[config.mk]
export PLATFORM = sky130hd
export DESIGN_NAME = quad_input_decoder
export DESIGN_NICKNAME = d
export VERILOG_FILES = /design/src/rtl/qdec_pkg.sv /design/src/rtl/qdec_datapath.sv /design/src/rtl/qdec_control.sv /design/src/rtl/quad_input_decoder.sv
export SDC_FILE = /design/constraint.sdc
export NUM_CORES = 1
export LEC_CHECK = 0
export ABC_AREA = 1
export BUFFER_PORTS_ARGS = -buffer_cell sky130_fd_sc_hd__buf_2
export CAP_MARGIN = 20
export CORE_AREA = 8 8 45 47
export DETAILED_ROUTE_END_ITERATION = 16
export DIE_AREA = 0 0 53 55
export PLACE_DENSITY = 0.71
export SYNTH_ARGS = -nofsm -noshare
export SYNTH_HDL_FRONTEND = slang
export SYNTH_SLANG_ARGS = --single-unit
[constraint.sdc]
create_clock -name clk -period 1.4 [get_ports clk]
set_clock_uncertainty 0.05 [all_clocks]
set_input_delay 0.14 -clock clk [delete_from_list [all_inputs] [get_ports clk]]
set_output_delay 0.14 -clock clk [all_outputs]
set_load 0.01 [all_outputs]
[src/rtl/qdec_pkg.sv]
package qdec_pkg;
  localparam int ENC_CH = 2;

  typedef enum logic [1:0] {
    MODE_CLKDIR = 2'd0,
    MODE_X1     = 2'd1,
    MODE_X2     = 2'd2,
    MODE_X4     = 2'd3
  } scale_e;

  typedef struct packed {
    logic a;
    logic b;
  } ab_t;

  typedef struct packed {
    logic emitCount;
    logic emitUp;
    logic raiseNoise;
  } strobes_t;
endpackage

[src/rtl/qdec_datapath.sv]
module qdec_datapath
  import qdec_pkg::*;
#(
  parameter int SYNC_STAGES = 2,
  parameter int FILT_TAPS   = 3
) (
  input  logic     clk,
  input  logic     rst,
  input  logic     encA,
  input  logic     encB,
  input  logic     abEnable,
  input  logic     errClear,
  input  strobes_t strb,
  output ab_t      curAB,
  output ab_t      prevAB,
  output ab_t      syncAB,
  output logic     prevSyncA,
  output logic     enReg,
  output logic     countStrobe,
  output logic     countUp,
  output logic     noiseError
);
  localparam int SYNC_MSB = SYNC_STAGES - 1;
  localparam int TAP_MSB  = FILT_TAPS - 1;

  logic [ENC_CH-1:0] rawVec;
  logic [ENC_CH-1:0] syncVec;
  logic [ENC_CH-1:0] filtVec;
  logic [ENC_CH-1:0] prevFiltVec;

  assign rawVec = {encB, encA};

  // Per-phase synchroniser, stable-sample filter and history flop.
  for (genvar ch = 0; ch < ENC_CH; ch++) begin : g_phase
    logic [SYNC_MSB:0] syncChain;
    logic [TAP_MSB:0]  sampleWin;
    logic              filtQ;
    logic              prevFiltQ;

    always_ff @(posedge clk) begin
      if (rst) begin
        syncChain <= '0;
        sampleWin <= '0;
        filtQ     <= 1'b0;
        prevFiltQ <= 1'b0;
      end else begin
        syncChain <= {syncChain[SYNC_MSB-1:0], rawVec[ch]};
        sampleWin <= {sampleWin[TAP_MSB-1:0], syncChain[SYNC_MSB]};
        if (&sampleWin)       filtQ <= 1'b1;
        else if (~|sampleWin) filtQ <= 1'b0;
        prevFiltQ <= filtQ;
      end
    end

    assign syncVec[ch]     = syncChain[SYNC_MSB];
    assign filtVec[ch]     = filtQ;
    assign prevFiltVec[ch] = prevFiltQ;
  end

  assign curAB  = '{a: filtVec[0],     b: filtVec[1]};
  assign prevAB = '{a: prevFiltVec[0], b: prevFiltVec[1]};
  assign syncAB = '{a: syncVec[0],     b: syncVec[1]};

  always_ff @(posedge clk) begin
    if (rst) begin
      prevSyncA   <= 1'b0;
      enReg       <= 1'b0;
      countStrobe <= 1'b0;
      countUp     <= 1'b0;
      noiseError  <= 1'b0;
    end else begin
      prevSyncA   <= syncVec[0];
      enReg       <= abEnable;
      countStrobe <= strb.emitCount;
      countUp     <= strb.emitCount & strb.emitUp;
      noiseError  <= strb.raiseNoise | (noiseError & ~errClear);
    end
  end

  // Assertions beside the output registers they guard.
  p_reset_quiet_r1: assert property (@(posedge clk)
    rst |=> (!countStrobe && !countUp && !noiseError));

  p_noise_sticky_r8: assert property (@(posedge clk) disable iff (rst)
    (noiseError && !errClear) |=> noiseError);

  p_single_pulse_r4: assert property (@(posedge clk) disable iff (rst)
    countStrobe |=> !countStrobe);

  p_dir_with_strobe_r4: assert property (@(posedge clk) disable iff (rst)
    countUp |-> countStrobe);
endmodule

[src/rtl/qdec_control.sv]
module qdec_control
  import qdec_pkg::*;
(
  input  scale_e   mode,
  input  logic     enReg,
  input  ab_t      curAB,
  input  ab_t      prevAB,
  input  ab_t      syncAB,
  input  logic     prevSyncA,
  output strobes_t strb
);
  logic aMoved;
  logic bMoved;
  logic oneStep;
  logic twoStep;
  logic fwd;
  logic quadSel;

  always_comb begin
    aMoved  = curAB.a ^ prevAB.a;
    bMoved  = curAB.b ^ prevAB.b;
    oneStep = aMoved ^ bMoved;
    twoStep = aMoved & bMoved;
    // A moving forward leaves A != B; B moving forward makes B follow A.
    fwd     = aMoved ? (curAB.a ^ curAB.b) : ~(curAB.a ^ curAB.b);
    quadSel = (mode != MODE_CLKDIR);

    strb = '0;
    case (mode)
      MODE_CLKDIR: begin
        strb.emitCount = enReg & syncAB.a & ~prevSyncA;
        strb.emitUp    = syncAB.b;
      end
      MODE_X1: begin
        strb.emitCount = enReg & oneStep & aMoved & ~curAB.b;
        strb.emitUp    = fwd;
      end
      MODE_X2: begin
        strb.emitCount = enReg & oneStep & aMoved;
        strb.emitUp    = fwd;
      end
      default: begin
        strb.emitCount = enReg & oneStep;
        strb.emitUp    = fwd;
      end
    endcase
    strb.raiseNoise = enReg & twoStep & quadSel;
  end
endmodule

[src/rtl/quad_input_decoder.sv]
module quad_input_decoder
  import qdec_pkg::*;
#(
  parameter int SYNC_STAGES = 2,
  parameter int FILT_TAPS   = 3
) (
  input  logic       clk,
  input  logic       rst,
  input  logic       encA,
  input  logic       encB,
  input  logic       abEnable,
  input  logic [1:0] scaleMode,
  input  logic       errClear,
  output logic       countStrobe,
  output logic       countUp,
  output logic       noiseError
);
  scale_e   modeSel;
  strobes_t strb;
  ab_t      curAB;
  ab_t      prevAB;
  ab_t      syncAB;
  logic     prevSyncA;
  logic     enReg;

  assign modeSel = scale_e'(scaleMode);

  qdec_datapath #(
    .SYNC_STAGES(SYNC_STAGES),
    .FILT_TAPS  (FILT_TAPS)
  ) u_dp (
    .clk        (clk),
    .rst        (rst),
    .encA       (encA),
    .encB       (encB),
    .abEnable   (abEnable),
    .errClear   (errClear),
    .strb       (strb),
    .curAB      (curAB),
    .prevAB     (prevAB),
    .syncAB     (syncAB),
    .prevSyncA  (prevSyncA),
    .enReg      (enReg),
    .countStrobe(countStrobe),
    .countUp    (countUp),
    .noiseError (noiseError)
  );

  qdec_control u_ctl (
    .mode     (modeSel),
    .enReg    (enReg),
    .curAB    (curAB),
    .prevAB   (prevAB),
    .syncAB   (syncAB),
    .prevSyncA(prevSyncA),
    .strb     (strb)
  );

  p_gate_count_r2: assert property (@(posedge clk) disable iff (rst)
    !abEnable |-> ##2 !countStrobe);

  p_gate_noise_r2: assert property (@(posedge clk) disable iff (rst)
    !abEnable |-> ##2 !$rose(noiseError));

  p_clkdir_no_noise_r9: assert property (@(posedge clk) disable iff (rst)
    $rose(noiseError) |-> ($past(scaleMode) != 2'd0));

  p_x2_a_only_r5: assert property (@(posedge clk) disable iff (rst)
    (countStrobe && $past(scaleMode) == 2'd2) |-> $past(curAB.a != prevAB.a));

  p_filtered_step_r7: assert property (@(posedge clk) disable iff (rst)
    (countStrobe && $past(scaleMode) != 2'd0) |-> $past(curAB != prevAB));
endmodule

==> out/metrics.yaml, run 1 <==
finish:
  layout_commonest_cell: "nor2_1"
  stdcell_area_sq_um: 773
  final-seq-area_sq_um: 363
  multiInputGateArea_sq_um: 219
  drive_above_1_share_pct: 26.8
  layout.nets: 108
  area_growth_pct: 18.8
  mostFrequentLayoutCells: "17 x nor2_1, 16 x inv_1, 16 x dfxtp_1, 10 x buf_2, 8 x nand2_1"
  antennaDiodeCount: 0
  n_fill_cell: 142
place:
  place_worst_setup_slack_ns: 0.0599
  place_area_sq_um: 723
  gp_congestion: 0.746
  dp_hpwl_um: 802
  port_buffers: 10
detailed_routing:
  drt_wl_total_um: 1030
  wl_per_cell_um: 9.11
  viasPerCell: 4.41
  dr.pass1.iters: 6
  num_vias: 498
  drt_iter0_markers: 8
  ant_nets: 0
  drc: 0
timing:
  maxSlewHeadroom_pct: 83.3
  max_freq_mhz: 776
  worstMarginPinSlew_ns: 0.251
  setup_violations: 0
  hold_viol: 0
  hold_ws_ns: 0.00362
  period_share_pct: 92.0
  rsz0062_at_grt: "true"
  period_minus_slack_ns: 1.29
  layout_setup_ws_ns: 0.112
  slew_viol_final: 0
grt:
  overflow: 0
  grt.total_usage_pct: 8.86
  grt_pass1_vias: 475
  antenna_found_initial: 0
  grt_pass1_wl_um: 1880
  grt_start_max_net_pins: 16
yosys:
  synth_seq_area_share_pct: 55.4
  syn_inst: 82
  ys_seq_elements: 18
  yosys-top-cells-area: "dfxtp_1 55%, inv_1 9.8%, nor2_1 9.8%"
  avgSynthCellArea_sq_um: 7.93
  synth_cell_type_count: 16
  yosys_warnings: 0
  postSynthNetCount: 91
  synthesis.area_sq_um: 651
  yosysTopAreaCellShare_pct: 55.4
  synth_top_area_cell: "dfxtp_1"
clocking:
  htreeDepth: 1
  cts_sinks: 18
  clockBufferDepth: 2
  cts-root-buf: "clkbuf_4"
  numCtsBuffers: 3
  clock_latency_ns: 0.28
  tritoncts: "done"
  clk_pin_slew_ns: 0.09
die:
  rows: 14
  ioPinCount: 11
  dieArea_sq_mm: 0.00292
  chipHeight_um: 55
  core-area_sq_mm: 0.00138
  start_util_pct: 47.0
  die_w_um: 53
pwr:
  irDropWorstVdd_v: 0.000612
  swShare_pct: 20.9
  pwr-share-seq_pct: 64.9
  internal-power_mw: 0.641
  p_sw_mw: 0.169
  p_per_area_mw_per_mm2: 1050
  leakage_nw: 0.408
  clkPwrFrac_pct: 29.8
  p_comb_share_pct: 5.3
run:
  cap_violations: 0
status:
  status: "finished, final reports clean"
worst_setup_path:
  path_max_fanout: 3
  slowest_stage: "dfxtp_2"
  path_cells: "inv_2 > nand2_2 > nand2_1 > ha_1 > o21ai_1 > nor2_1 > nand2_1 > nand2_1 > nand2_2 > nor2_2"
  critPathMaxStageDelay_ns: 0.37
  critPathKind: "reg2reg"
  cp-start-kind: "register"
  endpoint_kind: "register"
  critical_path_arrival_ns: 1.47
  crit_top_cell: "nand2_1"
  cp.required_ns: 1.58
hold_path:
  hold_class: "in2reg"
[metal layers]
layer | track usage, % | up-vias | part of all wire [%]
li1 | - | 274 | -
met5 | 0 | - | 0
met3 | 3.48 | 5 | 7.8
met1 | 8.84 | 208 | 44
met4 | 6.47 | 0 | 2.9
met2 | 14.8 | 11 | 46
[path summary, 6_finish.rpt]
path                                           startpoint                                 endpoint  slack (ns)  cells after the start
setup / recovery     u_dp.g_phase[0].prevFiltQ$_SDFF_PP0_                  u_dp.countUp$_SDFF_PP0_        0.11                     10
hold / removal                                       encA  u_dp.g_phase[0].syncChain[0]$_SDFF_PP0_       0.004                      3
setup reg to reg     u_dp.g_phase[0].prevFiltQ$_SDFF_PP0_                  u_dp.countUp$_SDFF_PP0_        0.11                     10
hold reg to reg   u_dp.g_phase[1].syncChain[0]$_SDFF_PP0_  u_dp.g_phase[1].syncChain[1]$_SDFF_PP0_        0.36                      2
[layout make-up]
cell class,instances,share of cell area (%)
well taps,16,2.59
multi-input cells,44,28.3
flip-flops and latches,18,46.9
repair buffers,13,10.0
clock buffers,3,2.91
inverters,19,9.22
[kinds of logic (layout without fill, tap and decap cells)]
group	Yosys count	after routing	share of synthesized area [%]
compound gates	6	6	6.54
xor+xnor	1	1	1.35
fa+ha+maj	1	1	1.92
buf+inv	20	35	11.7
flops	18	18	55.4
simple gates	36	36	23.1
[synth_stat cells]
cell and number:
a21oi_1 1, buf_2 1, dfxtp_1 18, ha_1 1, inv_1 17, inv_2 2
nand2_1 10, nand2_2 1, nand3_1 5, nor2_1 17, nor2_2 2, nor3_1 1
o21ai_1 1, o21ai_2 2, o31ai_1 2, xor2_1 1
[critical path, delay by kind of cell, from the launching register on]
kind	cells	cell delay, ns
compound gates	1	0.06
buf+inv	1	0.05
flops	1	0.37
simple gates	7	0.41
fa+ha+maj	1	0.28
[registers in the layout, summed over array words and instances (netlist names)]
| name | cells |
|---|---|
| u_dp.countStrobe | 1 |
| u_dp.countUp | 1 |
| u_dp.enReg | 1 |
| u_dp.g_phase.sampleWin | 6 |
| u_dp.g_phase.prevFiltQ | 2 |
| u_dp.noiseError | 1 |
| u_dp.g_phase.filtQ | 2 |
| u_dp.g_phase.syncChain | 4 |
[metrics by stage]
step           cells  total power, mW  utilization [%]  setup TNS (ns)
2_1_floorplan     82            0.560                -               0
3_3_place_gp     108            0.576             52.3               0
3_5_place_dp     108            0.577             52.3               0
4_1_cts          112            0.821             54.6               0
5_1_grt          113            0.852             55.9         -0.0116
6_report         113            0.810             55.9               0
[power groups by stage]
| stage | Combinational [mW] | Clock, mW | Sequential (mW) |
|---|---|---|---|
| after floorplan | 0.0226 | 0 | 0.537 |
| after global placement | 0.0385 | 0 | 0.538 |
| after detailed placement | 0.0388 | 0 | 0.538 |
| after CTS | 0.0410 | 0.253 | 0.526 |
| after global routing | 0.0483 | 0.276 | 0.528 |
| final | 0.0426 | 0.242 | 0.526 |
[timing repair]
item	4_1_cts	5_1_grt
resized for setup	0	5
setup endpoints to repair	0	2
setup buffers	0	0
hold buffers	1	1
hold endpoints to repair	1	1
(Power assumes the default switching activity.)
==> run 2: changes to the inputs <==
- CORE_AREA: 8 8 45 47 -> not set
- CORE_MARGIN: not set -> 8
- CORE_UTILIZATION: not set -> 52
- DIE_AREA: 0 0 53 55 -> not set
- PLACE_DENSITY: 0.71 -> 0.74
- SYNTH_HIERARCHICAL: not set -> 1
==> out/metrics.yaml, run 2 <==
detailed_routing:
  drt_iter0_markers: 13
  num_vias: 502
  dr.pass1.iters: 4
  drc: 0
  wl_per_cell_um: 8.59
  ant_nets: 0
  drt_wl_total_um: 1030
  viasPerCell: 4.18
finish:
  area_growth_pct: 10.6
  layout.nets: 115
  multiInputGateArea_sq_um: 231
  final_cells: 120
  top_register: "u_dp/g_phase.sampleWin"
  antennaDiodeCount: 0
  largest_register_ffs: 6
  drive_above_1_share_pct: 21.9
  largestRegisters: "u_dp/g_phase.sampleWin (6), u_dp/g_phase.syncChain (4)"
  layout_commonest_cell: "inv_1"
  final_util_pct: 62.3
  mostFrequentLayoutCells: "21 x inv_1, 19 x nor2_1, 15 x dfxtp_1, 14 x nand2_1, 10 x buf_2"
  n_fill_cell: 119
  final-seq-area_sq_um: 364
worst_setup_path:
  critical_path_arrival_ns: 1.52
  endpoint_kind: "register"
  critPathMaxStageDelay_ns: 0.35
  path_max_fanout: 3
  cp.required_ns: 1.58
  path_cells: "inv_1 > nand2_1 > nand2_1 > ha_1 > o21ai_1 > nor2_1 > nand2_1 > a21oi_2 > nand2_1 > nor2_1"
  cp-start-kind: "register"
  slowest_stage: "dfxtp_2"
  critPathKind: "reg2reg"
  crit_top_cell: "nand2_1"
yosys:
  yosysTopAreaCellShare_pct: 48.6
  postSynthNetCount: 104
  avgSynthCellArea_sq_um: 7.81
  syn_inst: 95
  synthFlopType: "dfxtp_1"
  synth_seq_area_share_pct: 48.6
  synth_top_area_cell: "dfxtp_1"
  synth-edff-count: 0
  yosysMostFrequentCell: "inv_1"
  synth_xor_area_share_pct: 2.36
  synthMuxAreaShare_pct: 0
  yosys_warnings: 6
  synthTopCellsByCount: "22 x inv_1, 19 x nor2_1, 18 x dfxtp_1, 14 x nand2_1, 6 x buf_4"
  ys_seq_elements: 18
  async_flop_share_pct: 0
  synth_cell_type_count: 17
  synth_fa_ha_area_share_pct: 1.69
  synthesis.area_sq_um: 742
  synth_compound_gate_area_share_pct: 2.70
  synth_top_family_by_area: "simple AND/OR/NAND/NOR gates"
  synthSimpleGateAreaFrac_pct: 23.9
  yosys-top-cells-area: "dfxtp_1 49%, inv_1 11%, nor2_1 9.6%"
pwr:
  p_sw_mw: 0.176
  irDropWorstVdd_v: 0.000765
  swShare_pct: 20.1
  internal-power_mw: 0.700
  leakage_nw: 0.402
  clkPwrFrac_pct: 34.7
  p_comb_share_pct: 5.2
  p_per_area_mw_per_mm2: 1070
  pwr-share-seq_pct: 60.1
grt:
  antenna_found_initial: 0
  grt_pass1_wl_um: 1550
  grt_start_max_net_pins: 18
  overflow: 0
  grt_pass1_vias: 402
  grt.total_usage_pct: 7.26
clocking:
  clockBufferDepth: 2
  htreeDepth: 1
  cts_sinks: 18
  cts-root-buf: "clkbuf_4"
  tritoncts: "done"
  clock_latency_ns: 0.28
  numCtsBuffers: 3
  clk_pin_slew_ns: 0.10
place:
  dp_hpwl_um: 742
  place_inst: 112
  port_buffers: 10
  gp_congestion: 0.750
timing:
  slew_viol_final: 0
  setup_violations: 0
  period_minus_slack_ns: 1.35
  maxSlewHeadroom_pct: 76.8
  max_freq_mhz: 743
  rsz0062_at_grt: "true"
  tns_ns: 0
  period_share_pct: 96.2
  hold_viol: 0
  worstMarginPinSlew_ns: 0.347
status:
  status: "finished, final reports clean"
hold_path:
  hold_class: "in2reg"
die:
  start_util_pct: 56.3
  ioPinCount: 11
  chipHeight_um: 53.8
  dieArea_sq_mm: 0.00289
  die_w_um: 53.8
  rows: 13
  core-area_sq_mm: 0.00132
run:
  cap_violations: 0
## run 2: power groups by stage
stage	Combinational (mW)	Clock, mW	Sequential [mW]
floorplan	0.0331	0	0.538
global placement	0.0377	0	0.539
CTS	0.0434	0.316	0.527
global route	0.0513	0.342	0.528
finish	0.0457	0.304	0.527
detailed placement	0.0390	0	0.539
## run 2: path summary, 6_finish.rpt
check	slack, ns	start	cells past startpoint	to
worst min register to register	0.36	u_dp/g_phase[0].syncChain[0]$_SDFF_PP0_	2	u_dp/g_phase[0].syncChain[1]$_SDFF_PP0_
worst max register to register	0.05	u_dp/g_phase[0].prevFiltQ$_SDFF_PP0_	10	u_dp/countUp$_SDFF_PP0_
worst min-delay path	0.09	errClear	4	u_dp/noiseError$_SDFF_PP0_
worst max-delay path	0.05	u_dp/g_phase[0].prevFiltQ$_SDFF_PP0_	10	u_dp/countUp$_SDFF_PP0_
## run 2: area by class of cell
type,count,share of cell area (%)
inverter,22,10.1
tap,15,2.29
clock buffer,4,4.42
sequential,18,44.4
multi-input combinational,47,28.2
timing repair buffer,14,10.7
## run 2: stage by stage
| stage | hold slack (ns) | total power, mW | area [sq um] | worst slack (ns) |
|---|---|---|---|---|
| 6_report | 0.0914 | 0.877 | 821 | 0.0537 |
| 5_1_grt | 0.116 | 0.922 | 821 | -0.0512 |
| 3_5_place_dp | 0.304 | 0.578 | 739 | 0.00511 |
| 3_3_place_gp | 0.290 | 0.576 | 739 | 0.0368 |
| 4_1_cts | 0.00423 | 0.887 | 797 | 0.0221 |
| 2_1_floorplan | 0.197 | 0.571 | 742 | 0.0348 |
## run 2: cell families after synthesis
| group | Yosys count |
|---|---|
| xor gates and xnor gates | 2 |
| AOI/OAI and AO/OA | 4 |
| adders and majority gates | 1 |
| and+or+nand+nor | 40 |
| DFF | 18 |
| buffers and inverters | 30 |
## run 2: critical path: cells and delay by family (launching register included)
family | cells | cell delay, ns
and+or+nand+nor | 6 | 0.41
DFF | 1 | 0.35
adders and majority gates | 1 | 0.27
AOI/OAI and AO/OA | 2 | 0.18
buffers and inverters | 1 | 0.04
## run 2: metal layers
layer  up-vias  wire (um)  global-route usage (%)
met5         -          0                       0
met4         0          0                    3.78
met3         0         51                    3.31
met2         9        448                    10.4
met1       208        531                    8.86
li1        285          -                       -
## run 2: timing repair
action,CTS,global route
hold endpoints to repair,2,1
pin swaps,0,0
gates resized for setup,1,4
hold buffers,2,1
buffers inserted,0,1
endpoints found under the setup margin,2,2
==> run 3: changes to the inputs <==
- CORE_UTILIZATION: 52 -> 31
- PLACE_DENSITY: 0.74 -> not set
- SYNTH_HIERARCHICAL: 1 -> not set
==> out/metrics.yaml, run 3 (synthesis results as in run 1) <==
clocking:
  htreeDepth: 1
  cts_sinks: 18
  clk_pin_slew_ns: 0.10
  cts-root-buf: "clkbuf_4"
  clockBufferDepth: 2
  clock_latency_ns: 0.29
  numCtsBuffers: 3
  tritoncts: "done"
finish:
  antennaDiodeCount: 0
  final_cells: 126
  largest_register_ffs: 6
  area_growth_pct: 29.0
  largestRegisters: "u_dp.g_phase.sampleWin (6), u_dp.g_phase.syncChain (4)"
  n_fill_cell: 221
  top_register: "u_dp.g_phase.sampleWin"
  drive_above_1_share_pct: 32.3
  mostFrequentLayoutCells: "17 x nor2_1, 16 x inv_1, 15 x dfxtp_1, 10 x buf_2, 7 x nand2_1"
  layout.nets: 109
  layout_commonest_cell: "nor2_1"
die:
  dieArea_sq_mm: 0.00382
  core-area_sq_mm: 0.00196
  chipHeight_um: 61.8
  die_w_um: 61.8
  rows: 16
  ioPinCount: 11
  start_util_pct: 33.2
place:
  gp_congestion: 0.808
  place_inst: 119
  dp_hpwl_um: 817
  port_buffers: 10
pwr:
  leakage_nw: 0.415
  p_per_area_mw_per_mm2: 1050
  irDropWorstVdd_v: 0.000560
worst_setup_path:
  worstSetupEndpoint: "u_dp.countUp$_SDFF_PP0_"
  endpoint_kind: "register"
  r2r_setup_slack_ns: 0.08
  cp-start-kind: "register"
  reg2reg_depth: 8
  r2r_end: "u_dp.countUp$_SDFF_PP0_"
  cp.required_ns: 1.59
  critical_path_arrival_ns: 1.51
  rr_startpoint: "u_dp.g_phase[1].filtQ$_SDFFE_PP0P_"
  path_max_fanout: 2
  cp-startpoint: "u_dp.g_phase[1].filtQ$_SDFFE_PP0P_"
  critPathKind: "reg2reg"
grt:
  overflow: 0
  antenna_found_initial: 0
  grt_pass1_wl_um: 1900
  grt_pass1_vias: 498
  grt_start_max_net_pins: 16
  grt.total_usage_pct: 6.75
timing:
  period_minus_slack_ns: 1.32
  tns_ns: 0
  hold_ws_ns: 0.0455
  period_share_pct: 94.5
  worstMarginPinSlew_ns: 0.265
  max_freq_mhz: 756
  slew_viol_final: 0
  hold_viol: 0
  setup_violations: 0
  maxSlewHeadroom_pct: 82.4
detailed_routing:
  wl_met1_um: 521
  viasPerCell: 4.03
  wl_per_cell_um: 8.87
  highest_layer: "met4"
  dr.pass1.iters: 3
  drt_iter0_markers: 14
  drt_wl_total_um: 1120
  ant_nets: 0
  num_vias: 508
  wl_met3_um: 93
  drc: 0
  wl_met2_um: 495
hold_path:
  hold_path_depth: 4
  hold_class: "in2reg"
run:
  cap_violations: 0
status:
  status: "finished, final reports clean"
==> run 3: cell count changes in the layout (fill, tap and decap cells not counted), sizes merged, moves of 2 or more <==
cell,before,now
inv,22,19
nand2,14,11
nand3,1,5
nand4,2,0
nor2,22,19
o31ai,0,2
==> run 3: per-stage QoR <==
step,worst slack (ns),instance area (sq um),total power [mW],util [%]
6_report,0.0775,840,0.882,42.8
5_1_grt,-0.00901,840,0.937,42.8
4_1_cts,0.0355,803,0.898,40.9
3_5_place_dp,0.0652,737,0.578,37.6
3_3_place_gp,0.102,737,0.577,37.6
2_1_floorplan,0.157,651,0.560,-
==> run 3: worst max-delay path, stage by stage (launching register included) <==
cell and delay [ns]:
dfxtp_2 0.35, xor2_2 0.19, ha_4 0.28, o21ai_1 0.05, nor2_1 0.08, nand2_1 0.05
nand2_1 0.07, nand2_2 0.06, nor2_2 0.10
==> run 3: what timing repair did <==
item,CTS,global route
resized for setup,0,10
hold endpoints to repair,3,0
hold buffers,3,0
setup endpoints to repair,0,2
setup buffers,0,0
==> run 3: how the worst min path moves through the flow <==
| stage | endpoint | from | slack [ns] |
|---|---|---|---|
| final | u_dp.noiseError$_SDFF_PP0_ | errClear | 0.05 |
| after floorplan | u_dp.g_phase[0].sampleWin[2]$_SDFF_PP0_ | rst | 0.17 |
| after detailed placement | u_dp.g_phase[0].syncChain[0]$_SDFF_PP0_ | encA | 0.30 |
| after global placement | u_dp.g_phase[1].syncChain[0]$_SDFF_PP0_ | encB | 0.29 |
| after CTS | u_dp.noiseError$_SDFF_PP0_ | errClear | 0.03 |
| after global routing | u_dp.noiseError$_SDFF_PP0_ | errClear | 0.07 |
==> run 3: metal layers <==
metal / vias to the layer above / global-route usage, %
li1: 277 / -
met1: 219 / 7.07
met2: 10 / 11.1
met3: 2 / 2.26
met4: 0 / 4.87
met5: - / 0
==> run 3: layout make-up <==
type / instances / area, sq um / area share (%)
Clock buffer: 4 / 36.3 / 4.32
Tap cell: 27 / 33.8 / 4.02
Inverter: 19 / 71.3 / 8.49
Multi-Input combinational cell: 44 / 246 / 29.4
Timing Repair Buffer: 14 / 87.6 / 10.4
Sequential cell: 18 / 364 / 43.4
==> run 3: where the power goes <==
group          switching [mW]  internal, mW
logic                  0.0245        0.0215
clock network           0.152         0.158
registers             0.00476         0.522
total                   0.181         0.701
